--- src/rtl/rxm_pkg.sv ---
`timescale 1ns/1ps
package rxm_pkg;
  localparam int WORD_W = 8;

  typedef enum logic [1:0] {
    ST_IDLE,
    ST_START,
    ST_DATA,
    ST_STOP
  } rx_state_e;

  typedef struct packed {
    logic              ferr;
    logic              ninth;
    logic [WORD_W-1:0] data;
  } rx_word_t;
endpackage

--- src/rtl/rxm_sampler.sv ---
`timescale 1ns/1ps
module rxm_sampler #(
  parameter int SYNC_STAGES = 2
) (
  input  logic clk,
  input  logic rst_n,
  input  logic line_in,
  input  logic tick,
  output logic line_s,
  output logic prev_s,
  output logic vote
);
  logic [SYNC_STAGES-1:0] sync_q;
  logic [1:0]             hist_q;

  // re-time the line into the clock domain, idle level is high
  always_ff @(posedge clk or negedge rst_n) begin
    if (!rst_n) sync_q <= '1;
    else        sync_q <= {sync_q[SYNC_STAGES-2:0], line_in};
  end

  assign line_s = sync_q[SYNC_STAGES-1];

  // keep the two previous tick samples
  always_ff @(posedge clk or negedge rst_n) begin
    if (!rst_n)    hist_q <= 2'b11;
    else if (tick) hist_q <= {hist_q[0], line_s};
  end

  assign prev_s = hist_q[0];
  // two-of-three over the previous two tick samples and the current one
  assign vote = (hist_q[1] & hist_q[0]) | (hist_q[1] & line_s) | (hist_q[0] & line_s);
endmodule

--- src/rtl/rxm_deframer.sv ---
`timescale 1ns/1ps
module rxm_deframer
  import rxm_pkg::*;
#(
  parameter int OSR = 16
) (
  input  logic     clk,
  input  logic     rst_n,
  input  logic     enable,
  input  logic     nine_bit,
  input  logic     tick,
  input  logic     line_s,
  input  logic     prev_s,
  input  logic     vote,
  output logic     word_stb,
  output rx_word_t word
);
  localparam int CNT_W   = $clog2(OSR);
  localparam int MID_IDX = OSR / 2;
  localparam int LST_IDX = OSR - 1;
  localparam int IDX_W   = $clog2(WORD_W + 1);

  rx_state_e        state_q;
  logic [CNT_W-1:0] cnt_q;
  logic [IDX_W-1:0] idx_q;
  logic [WORD_W:0]  rsr_q;
  logic             nine_q;
  logic [IDX_W-1:0] last_idx;

  assign last_idx = nine_q ? IDX_W'(WORD_W) : IDX_W'(WORD_W - 1);

  always_ff @(posedge clk or negedge rst_n) begin
    if (!rst_n) begin
      state_q  <= ST_IDLE;
      cnt_q    <= '0;
      idx_q    <= '0;
      rsr_q    <= '0;
      nine_q   <= 1'b0;
      word_stb <= 1'b0;
      word     <= '0;
    end else begin
      word_stb <= 1'b0;
      if (!enable) begin
        state_q <= ST_IDLE;
      end else if (tick) begin
        unique case (state_q)
          ST_IDLE: begin
            if (prev_s && !line_s) begin
              state_q <= ST_START;
              cnt_q   <= '0;
              rsr_q   <= '0;
              nine_q  <= nine_bit;
            end
          end
          ST_START: begin
            if (cnt_q == CNT_W'(MID_IDX)) begin
              cnt_q   <= '0;
              idx_q   <= '0;
              state_q <= vote ? ST_IDLE : ST_DATA;
            end else begin
              cnt_q <= cnt_q + 1'b1;
            end
          end
          ST_DATA: begin
            if (cnt_q == CNT_W'(LST_IDX)) begin
              cnt_q        <= '0;
              rsr_q[idx_q] <= vote;
              if (idx_q == last_idx) state_q <= ST_STOP;
              else                   idx_q   <= idx_q + 1'b1;
            end else begin
              cnt_q <= cnt_q + 1'b1;
            end
          end
          ST_STOP: begin
            if (cnt_q == CNT_W'(LST_IDX)) begin
              word_stb   <= 1'b1;
              word.data  <= rsr_q[WORD_W-1:0];
              word.ninth <= nine_q & rsr_q[WORD_W];
              word.ferr  <= ~vote;
              state_q    <= ST_IDLE;
            end else begin
              cnt_q <= cnt_q + 1'b1;
            end
          end
          default: state_q <= ST_IDLE;
        endcase
      end
    end
  end


  bit_idx_range_chk: assert property (@(posedge clk) disable iff (!rst_n)
    (state_q == ST_DATA) |-> (idx_q <= last_idx));


  strobe_from_stop_chk: assert property (@(posedge clk) disable iff (!rst_n)
    word_stb |-> ($past(state_q) == ST_STOP && $past(tick)));
endmodule

--- src/rtl/rxm_fifo.sv ---
`timescale 1ns/1ps
module rxm_fifo
  import rxm_pkg::*;
#(
  parameter int DEPTH = 2
) (
  input  logic     clk,
  input  logic     rst_n,
  input  logic     push,
  input  rx_word_t din,
  input  logic     pop,
  output rx_word_t dout,
  output logic     empty,
  output logic     full
);
  localparam int PTR_W = (DEPTH > 1) ? $clog2(DEPTH) : 1;
  localparam int CNT_W = $clog2(DEPTH + 1);

  rx_word_t         mem_q [DEPTH];
  logic [PTR_W-1:0] rd_q, wr_q;
  logic [CNT_W-1:0] count_q;

  function automatic logic [PTR_W-1:0] step(input logic [PTR_W-1:0] p);
    return (p == PTR_W'(DEPTH - 1)) ? '0 : p + 1'b1;
  endfunction

  assign empty = (count_q == '0);
  assign full  = (count_q == CNT_W'(DEPTH));
  assign dout  = mem_q[rd_q];

  always_ff @(posedge clk or negedge rst_n) begin
    if (!rst_n) begin
      rd_q    <= '0;
      wr_q    <= '0;
      count_q <= '0;
      for (int i = 0; i < DEPTH; i++) mem_q[i] <= '0;
    end else begin
      if (push) begin
        mem_q[wr_q] <= din;
        wr_q        <= step(wr_q);
      end
      if (pop) rd_q <= step(rd_q);
      if (push && !pop)      count_q <= count_q + 1'b1;
      else if (pop && !push) count_q <= count_q - 1'b1;
    end
  end


  fifo_no_overflow_chk: assert property (@(posedge clk) disable iff (!rst_n)
    push |-> (!full || pop));


  fifo_no_underflow_chk: assert property (@(posedge clk) disable iff (!rst_n)
    pop |-> !empty);
endmodule

--- src/rtl/rxm_uart_rx.sv ---
`timescale 1ns/1ps
module rxm_uart_rx
  import rxm_pkg::*;
#(
  parameter int OSR         = 16,
  parameter int SYNC_STAGES = 2,
  parameter int FIFO_DEPTH  = 2
) (
  input  logic              clk,
  input  logic              rst_n,
  input  logic              rx_line,
  input  logic              tick16,
  input  logic              rx_enable,
  input  logic              nine_bit_mode,
  input  logic              out_ready,
  output logic              out_valid,
  output logic [WORD_W-1:0] out_data,
  output logic              out_ninth,
  output logic              out_ferr,
  output logic              overrun
);
  logic     line_s, prev_s, vote;
  logic     word_stb;
  rx_word_t word, head;
  logic     empty, full, push, pop, overrun_q;

  rxm_sampler #(.SYNC_STAGES(SYNC_STAGES)) u_sampler (
    .clk(clk), .rst_n(rst_n), .line_in(rx_line), .tick(tick16),
    .line_s(line_s), .prev_s(prev_s), .vote(vote)
  );

  rxm_deframer #(.OSR(OSR)) u_deframer (
    .clk(clk), .rst_n(rst_n), .enable(rx_enable), .nine_bit(nine_bit_mode),
    .tick(tick16), .line_s(line_s), .prev_s(prev_s), .vote(vote),
    .word_stb(word_stb), .word(word)
  );

  assign pop  = out_valid && out_ready;
  assign push = word_stb && !overrun_q && (!full || pop);

  always_ff @(posedge clk or negedge rst_n) begin
    if (!rst_n)                                       overrun_q <= 1'b0;
    else if (!rx_enable)                              overrun_q <= 1'b0;
    else if (word_stb && !overrun_q && full && !pop)  overrun_q <= 1'b1;
  end

  rxm_fifo #(.DEPTH(FIFO_DEPTH)) u_fifo (
    .clk(clk), .rst_n(rst_n), .push(push), .din(word), .pop(pop),
    .dout(head), .empty(empty), .full(full)
  );

  assign out_valid = !empty;
  assign out_data  = head.data;
  assign out_ninth = head.ninth;
  assign out_ferr  = head.ferr;
  assign overrun   = overrun_q;


  overrun_sticky_chk: assert property (@(posedge clk) disable iff (!rst_n)
    (overrun && rx_enable) |=> overrun);


  no_fill_in_overrun_chk: assert property (@(posedge clk) disable iff (!rst_n)
    overrun |=> !$rose(out_valid));


  overrun_clear_chk: assert property (@(posedge clk) disable iff (!rst_n)
    !rx_enable |=> !overrun);


  valid_hold_chk: assert property (@(posedge clk) disable iff (!rst_n)
    (out_valid && !out_ready) |=> (out_valid && $stable(out_data) && $stable(out_ferr)));
endmodule

--- config.mk ---
export PLATFORM = sky130hd
export DESIGN_NAME = rxm_uart_rx
export DESIGN_NICKNAME = d
export VERILOG_FILES = /design/src/rtl/rxm_pkg.sv /design/src/rtl/rxm_sampler.sv /design/src/rtl/rxm_deframer.sv /design/src/rtl/rxm_fifo.sv /design/src/rtl/rxm_uart_rx.sv
export SDC_FILE = /design/constraint.sdc
export NUM_CORES = 1
export LEC_CHECK = 0
export CORE_MARGIN = 8
export CORE_UTILIZATION = 55
export CTS_CLUSTER_SIZE = 16
export DETAILED_ROUTE_END_ITERATION = 8
export PLACE_DENSITY = 0.75
export SYNTH_ARGS = -nofsm -noshare
export SYNTH_HDL_FRONTEND = slang
export SYNTH_HIERARCHICAL = 1
export SYNTH_SLANG_ARGS = --single-unit
export TNS_END_PERCENT = 5
--- constraint.sdc ---
create_clock -name clk -period 2.1 [get_ports clk]
set_input_delay 0.315 -clock clk [delete_from_list [all_inputs] [get_ports clk]]
set_output_delay 0.315 -clock clk [all_outputs]
set_load 0.01 [all_outputs]
## Yosys cells after proc, flatten, opt, wreduce, memory -nomap -nowiden

Index checks and enable logic that the tools add are counted.

- Add/subtract/negate cells: 6
- Multipliers: 0
- Reductions and logical operators: 28
- $lt $le $gt $ge: 5
- Eq/ne operators: 19
- Mux-type cells: 41
- Div/mod/pow operators: 0
- Bitwise logic cells: 9
- Shift operators: 0

Operators with widths:

| kind | number |
|---|---|
| two-way mux 10 bit | 4 |
| two-way mux 4 bit | 8 |
| bitwise mux 20 bit | 1 |
| two-way mux 2 bit | 10 |
| two-way mux 9 bit | 2 |
| case mux 9 bit (2 select lines) | 1 |
| case mux 4 bit (4 select lines) | 1 |
| inequality test 3 x 2 -> 1 bit (second input constant) | 5 |
| AND reduction 4 bit | 3 |
| AND reduction 6 bit | 2 |
| demux 10 bit (select 1 bit) | 1 |
| logical AND 1 bit | 10 |
| bitwise mux 9 bit | 1 |
| two-way mux 1 bit | 9 |
| adder 4 x 1 -> 4 bit (second input constant) | 2 |
| equality test 4 bit (second input constant) | 2 |
| inequality test 2 x 1 -> 1 bit (second input constant) | 4 |
| case mux 2 bit (4 select lines) | 1 |
| case mux 4 bit (2 select lines) | 1 |
| equality test 2 bit (second input constant) | 3 |
| zero test 1 bit | 6 |
| inequality test 2 bit (second input constant) | 3 |
| nonzero test 2 bit | 3 |
| < comparator 4 x 5 -> 1 bit (second input constant) | 1 |
| other kinds (16) | 24 |

- Memory bits (read-only): 0
- Word-level logic and storage cells: 129
- Memories kept: 0
- Latch bits: 0
- RAM bits: 0
- Flip-flop bits (word level): 60
- Bits of input ports: 7
- Output and inout bits: 12

## Logic depth before layout (Yosys ltp)

- Depth after elaboration: 9
- Mapped depth: 8
- Depth with buffers taken out: 8

## By module

The synthesis kept the hierarchy.

By module, submodules not included:

| module | sequential area each (sq um) | area an instance (sq um) | cells each | instances |
|---|---|---|---|---|
| rxm_deframer | 775.7 | 1,667.8 | 189 | 1 |
| rxm_fifo | 600.6 | 1,081.0 | 68 | 1 |
| rxm_sampler | 105.1 | 138.9 | 7 | 1 |
| rxm_uart_rx | 25.0 | 70.1 | 8 | 1 |

## Least setup slack after synthesis

No wires, ideal clock.

- Kind: flip-flop to flip-flop
- From: register u_deframer.cnt_q[0]
- To: register u_deframer.state_q[0]
- Library setup time: 0.120 ns
- Data required time: 1.980 ns
- Buffers on the path: 1
- Arrival: 1.583 ns
- Stages on the path, launching flop included: 7
- Path slack: 0.396 ns
- Clock period less this slack: 1.704 ns
- Cells stage by stage: dfrtp_1 ha_1 and4_1 clkbuf_1 o21ai_1 a21oi_1 a31o_2

- Word-level cells in the longest chain between the ends: 3
- Elaborated cells between the ends (all ways): 6
- Classes of those cells: eq/ne (5); reduce/logical (1)

Ends and longest elaborated chain:

| item | line | source |
|---|---|---|
| start: declaration | rxm_deframer.sv:24 | `logic [CNT_W-1:0] cnt_q;` |
| start signal: assignment | rxm_deframer.sv:61 | `cnt_q <= cnt_q + 1'b1;` |
| start signal: assignment | rxm_deframer.sv:71 | `cnt_q <= cnt_q + 1'b1;` |
| start signal: assignment | rxm_deframer.sv:82 | `cnt_q <= cnt_q + 1'b1;` |
| equality test 4 bit (on tied branches) | rxm_deframer.sv:65, rxm_deframer.sv:75, rxm_deframer.sv:56 |  |
| inequality test 3 x 2 -> 1 bit (no line) | n/a |  |
| AND reduction 6 bit (no line) * | n/a |  |
| end signal: assignment | rxm_deframer.sv:59 | `state_q <= vote ? ST_IDLE : ST_DATA;` |
| end: declaration | rxm_deframer.sv:23 | `rx_state_e state_q;` |

Every way passes the cells marked *; elsewhere a longest branch is shown, timed or not.
A chain may end at the register's enable or synchronous reset.

## Worst setup path in the final report

- From: register u_fifo.rd_q
- To: output out_data[4]

- Word-level cells in the longest chain between the ends: 4

Ends and longest elaborated chain:

| item | line | source |
|---|---|---|
| start: declaration | rxm_fifo.sv:20 | `logic [PTR_W-1:0] rd_q, wr_q;` |
| start signal: assignment | rxm_fifo.sv:42 | `if (pop) rd_q <= step(rd_q);` |
| inverter 1 -> 2 bit (not written as such) | rxm_fifo.sv:29 | `assign dout = mem_q[rd_q];` |
| two-way mux 10 bit (not written as such) (3 in series) | rxm_fifo.sv:29 |  |
| end: declaration | rxm_uart_rx.sv:17 | `output logic [WORD_W-1:0] out_data,` |

No other way between the ends. The select of a mux whose other input is x is not followed.

==> results.toml <==
[power_and_ir_drop]
ir_drop_uv = 458
fin_total_pwr_mw = 2.85
power_density_mw_per_mm2 = 815
leakage_nw = 1.62

[place]
gp_congestion = 0.875
portBuffers = 18
place_ws_ns = 0.0422
hpwl_um = 3890

[synthesis]
synth_cells = 272
ys.flop_type = "dfrtp_1"
yosysWarnings = 6
synth_seq_cells = 60
synth_edf_count = 0
synth.distinct_cells = 53
syn-cell-area_mm2 = 0.00296
syn_nets = 286
avgSynthCellArea_um2 = 10.9
async_flop_share = 1.00
synth-seq-area-share = 0.509

[clock_network]
cts-root-buf = "clkbuf_8"
cts_tree = "done"
cts_setup_buffers = 0
htreeDepth = 3
clk_path_buf_depth = 2
cts_sinks = 60
cts_buffers = 9
worstSkewPairLatency_ns = 0.33
clkTransAtPathRegs_ns = 0.07

[grt]
grt_pass1_wl_um = 9780
antenna_found_initial = 0
grt_pass1_vias = 2100
grt_use_total = 0.158
grt_max_degree = 36
overflow = 0

[floorplanning]
fp-row-count = 26
core_mm2 = 0.00514
start_util = 0.575
ios = 19
die_y_um = 89.3
die_area_mm2 = 0.00798
die_x_um = 89.3

[setup_path]
crit_path_top_delay_cell = "dfrtp_2"
cp.arrival_ns = 1.71
start_kind = "flop"
critPathRequiredTime_ns = 1.78
crit_buf_inv = 1
worstSetupPathType = "flop to output pin"
critPathMaxFanout = 11
cp_cell_sequence = "mux2_2, clkdlybuf4s50_1"
critPathCaptureType = "output pin"
cpLargestDelayFamily = "flip-flops"
max_stage_delay_ns = 0.52

[sta]
setup_violations = 0
rsz0062_at_grt = "no"
finalSetupTns_ns = 0
clock_skew_ns = 0.00560
period_share = 0.965
post-route-min-period_ns = 2.03
max_slew_margin = 0.618
max_freq_mhz = 494
slew_viol_final = 0
worstMarginPinSlew_ns = 0.569
setup_ws_ns = 0.0739
hold_viol_final = 0

[drt]
routedWlPerCell_um = 14.8
ant_nets = 0
first_pass_iters = 4
dr.first_iter.drc_count = 80
vias = 2049
drc = 0
vias_per_cell = 5.49
wl_um = 5510

[cells_and_area]
seqCellArea_mm2 = 0.00151
most-common-layout-cells = "dfrtp_1, nand2_1, o21ai_0, mux2_2, clkdlybuf4s50_1"
layout_commonest_cell = "dfrtp_1"
nets = 312
syn2layout_area_growth_pct = 18.0
drive_above_1_share = 0.231
multi_input_area_mm2 = 0.00135
n_fill_cell = 402
diodes = 0

[min_path]
min_path_type = "flop to flop"

[outcome]
status = "completed"

[flow_run]
maxCapViolCount = 0
-- worst reg2reg max path, stage by stage, from the launching register on --
cell and delay, ns:
dfrtp_1 0.42, ha_1 0.27, and4_1 0.28, o21ai_1 0.49, a21oi_1 0.07, a31o_2 0.24
-- area by class of cell --
class | instances | share of cell area
Inverter | 11 | 0.0118
Sequential cell | 60 | 0.432
Timing Repair Buffer | 26 | 0.0717
Clock inverter | 4 | 0.0272
Multi-Input combinational cell | 190 | 0.388
Tap cell | 70 | 0.0251
Clock buffer | 12 | 0.0445
-- power by group --
part           leakage, nW  internal [mW]  switching [mW]
sequential           0.803           1.21          0.0943
clock                0.127          0.852           0.436
combinational        0.689          0.139           0.110
-- sequential cells by signal, indices dropped and copies added (netlist names) --
signal,count
overrun,1
u_deframer/cnt_q,4
u_deframer/idx_q,4
u_deframer/nine_q,1
u_deframer/rsr_q,9
u_deframer/state_q,2
u_deframer/word,10
u_deframer/word_stb,1
u_fifo/count_q,2
u_fifo/mem_q,20
u_fifo/rd_q,1
u_fifo/wr_q,1
u_sampler/hist_q,2
u_sampler/sync_q,2
-- stage by stage --
stage,std cells,utilization,hold slack (ns),area (um2)
6_report,373,0.679,0.364,3490
5_1_grt,373,0.679,0.369,3490
4_1_cts,373,0.679,0.363,3490
3_5_place_dp,356,0.628,0.347,3230
3_3_place_gp,356,0.628,0.334,3230
2_1_floorplan,272,-,0.0194,2960
-- cells by family after synthesis --
family | synth area share
buf+inv | 0.0334
fa+ha+maj | 0.0334
compound gates | 0.102
mux | 0.147
xor+xnor | 0.0178
flops | 0.509
simple gates | 0.158
-- path summary, 6_finish.rpt --
| check | slack (ns) | end | start | depth (start not counted) |
|---|---|---|---|---|
| max | 0.07 | out_data[4] | u_fifo/rd_q | 2 |
| min | 0.36 | u_sampler/sync_q[1] | u_sampler/sync_q[0] | 0 |
| max reg2reg | 0.22 | u_deframer/state_q[0] | u_deframer/cnt_q[0] | 5 |
| min reg2reg | 0.36 | u_sampler/sync_q[1] | u_sampler/sync_q[0] | 0 |
| max in group asynchronous | 1.24 | u_deframer/rsr_q[1] | rst_n | 3 |
| min in group asynchronous | 0.52 | u_fifo/rd_q | rst_n | 3 |
-- cells in the mapped netlist, drive strengths merged, types with 2 or more instances --
library cell | count | area share
mux2 | 34 | 0.14
nand4 | 5 | 0.011
dfstp | 4 | 0.036
dfrtp | 56 | 0.47
clkbuf | 8 | 0.010
nand3 | 14 | 0.024
nand2b | 4 | 0.011
ha | 7 | 0.030
a21boi | 2 | 0.0051
nor2 | 9 | 0.011
o21ai | 28 | 0.049
nor2b | 4 | 0.0093
a21oi | 11 | 0.019
and3b | 2 | 0.0063
xor2 | 5 | 0.015
buf | 3 | 0.0093
nand2 | 39 | 0.050
inv | 10 | 0.013
-- per-layer routing --
| metal | track usage | up-vias | wire length (um) |
|---|---|---|---|
| met1 | 0.197 | 988 | 2550 |
| met3 | 0.0358 | 12 | 192 |
| li1 | - | 1019 | - |
| met2 | 0.253 | 30 | 2660 |
| met4 | 0.0770 | 0 | 108 |
| met5 | 0 | - | 0 |
-- timing repair --
action,4_1_cts,5_1_grt
hold endpoints to repair,21,0
hold buffers,1,0
resized for setup,1,0
setup endpoints to repair,10,0
Note: power is estimated with default switching activity, not from simulation.
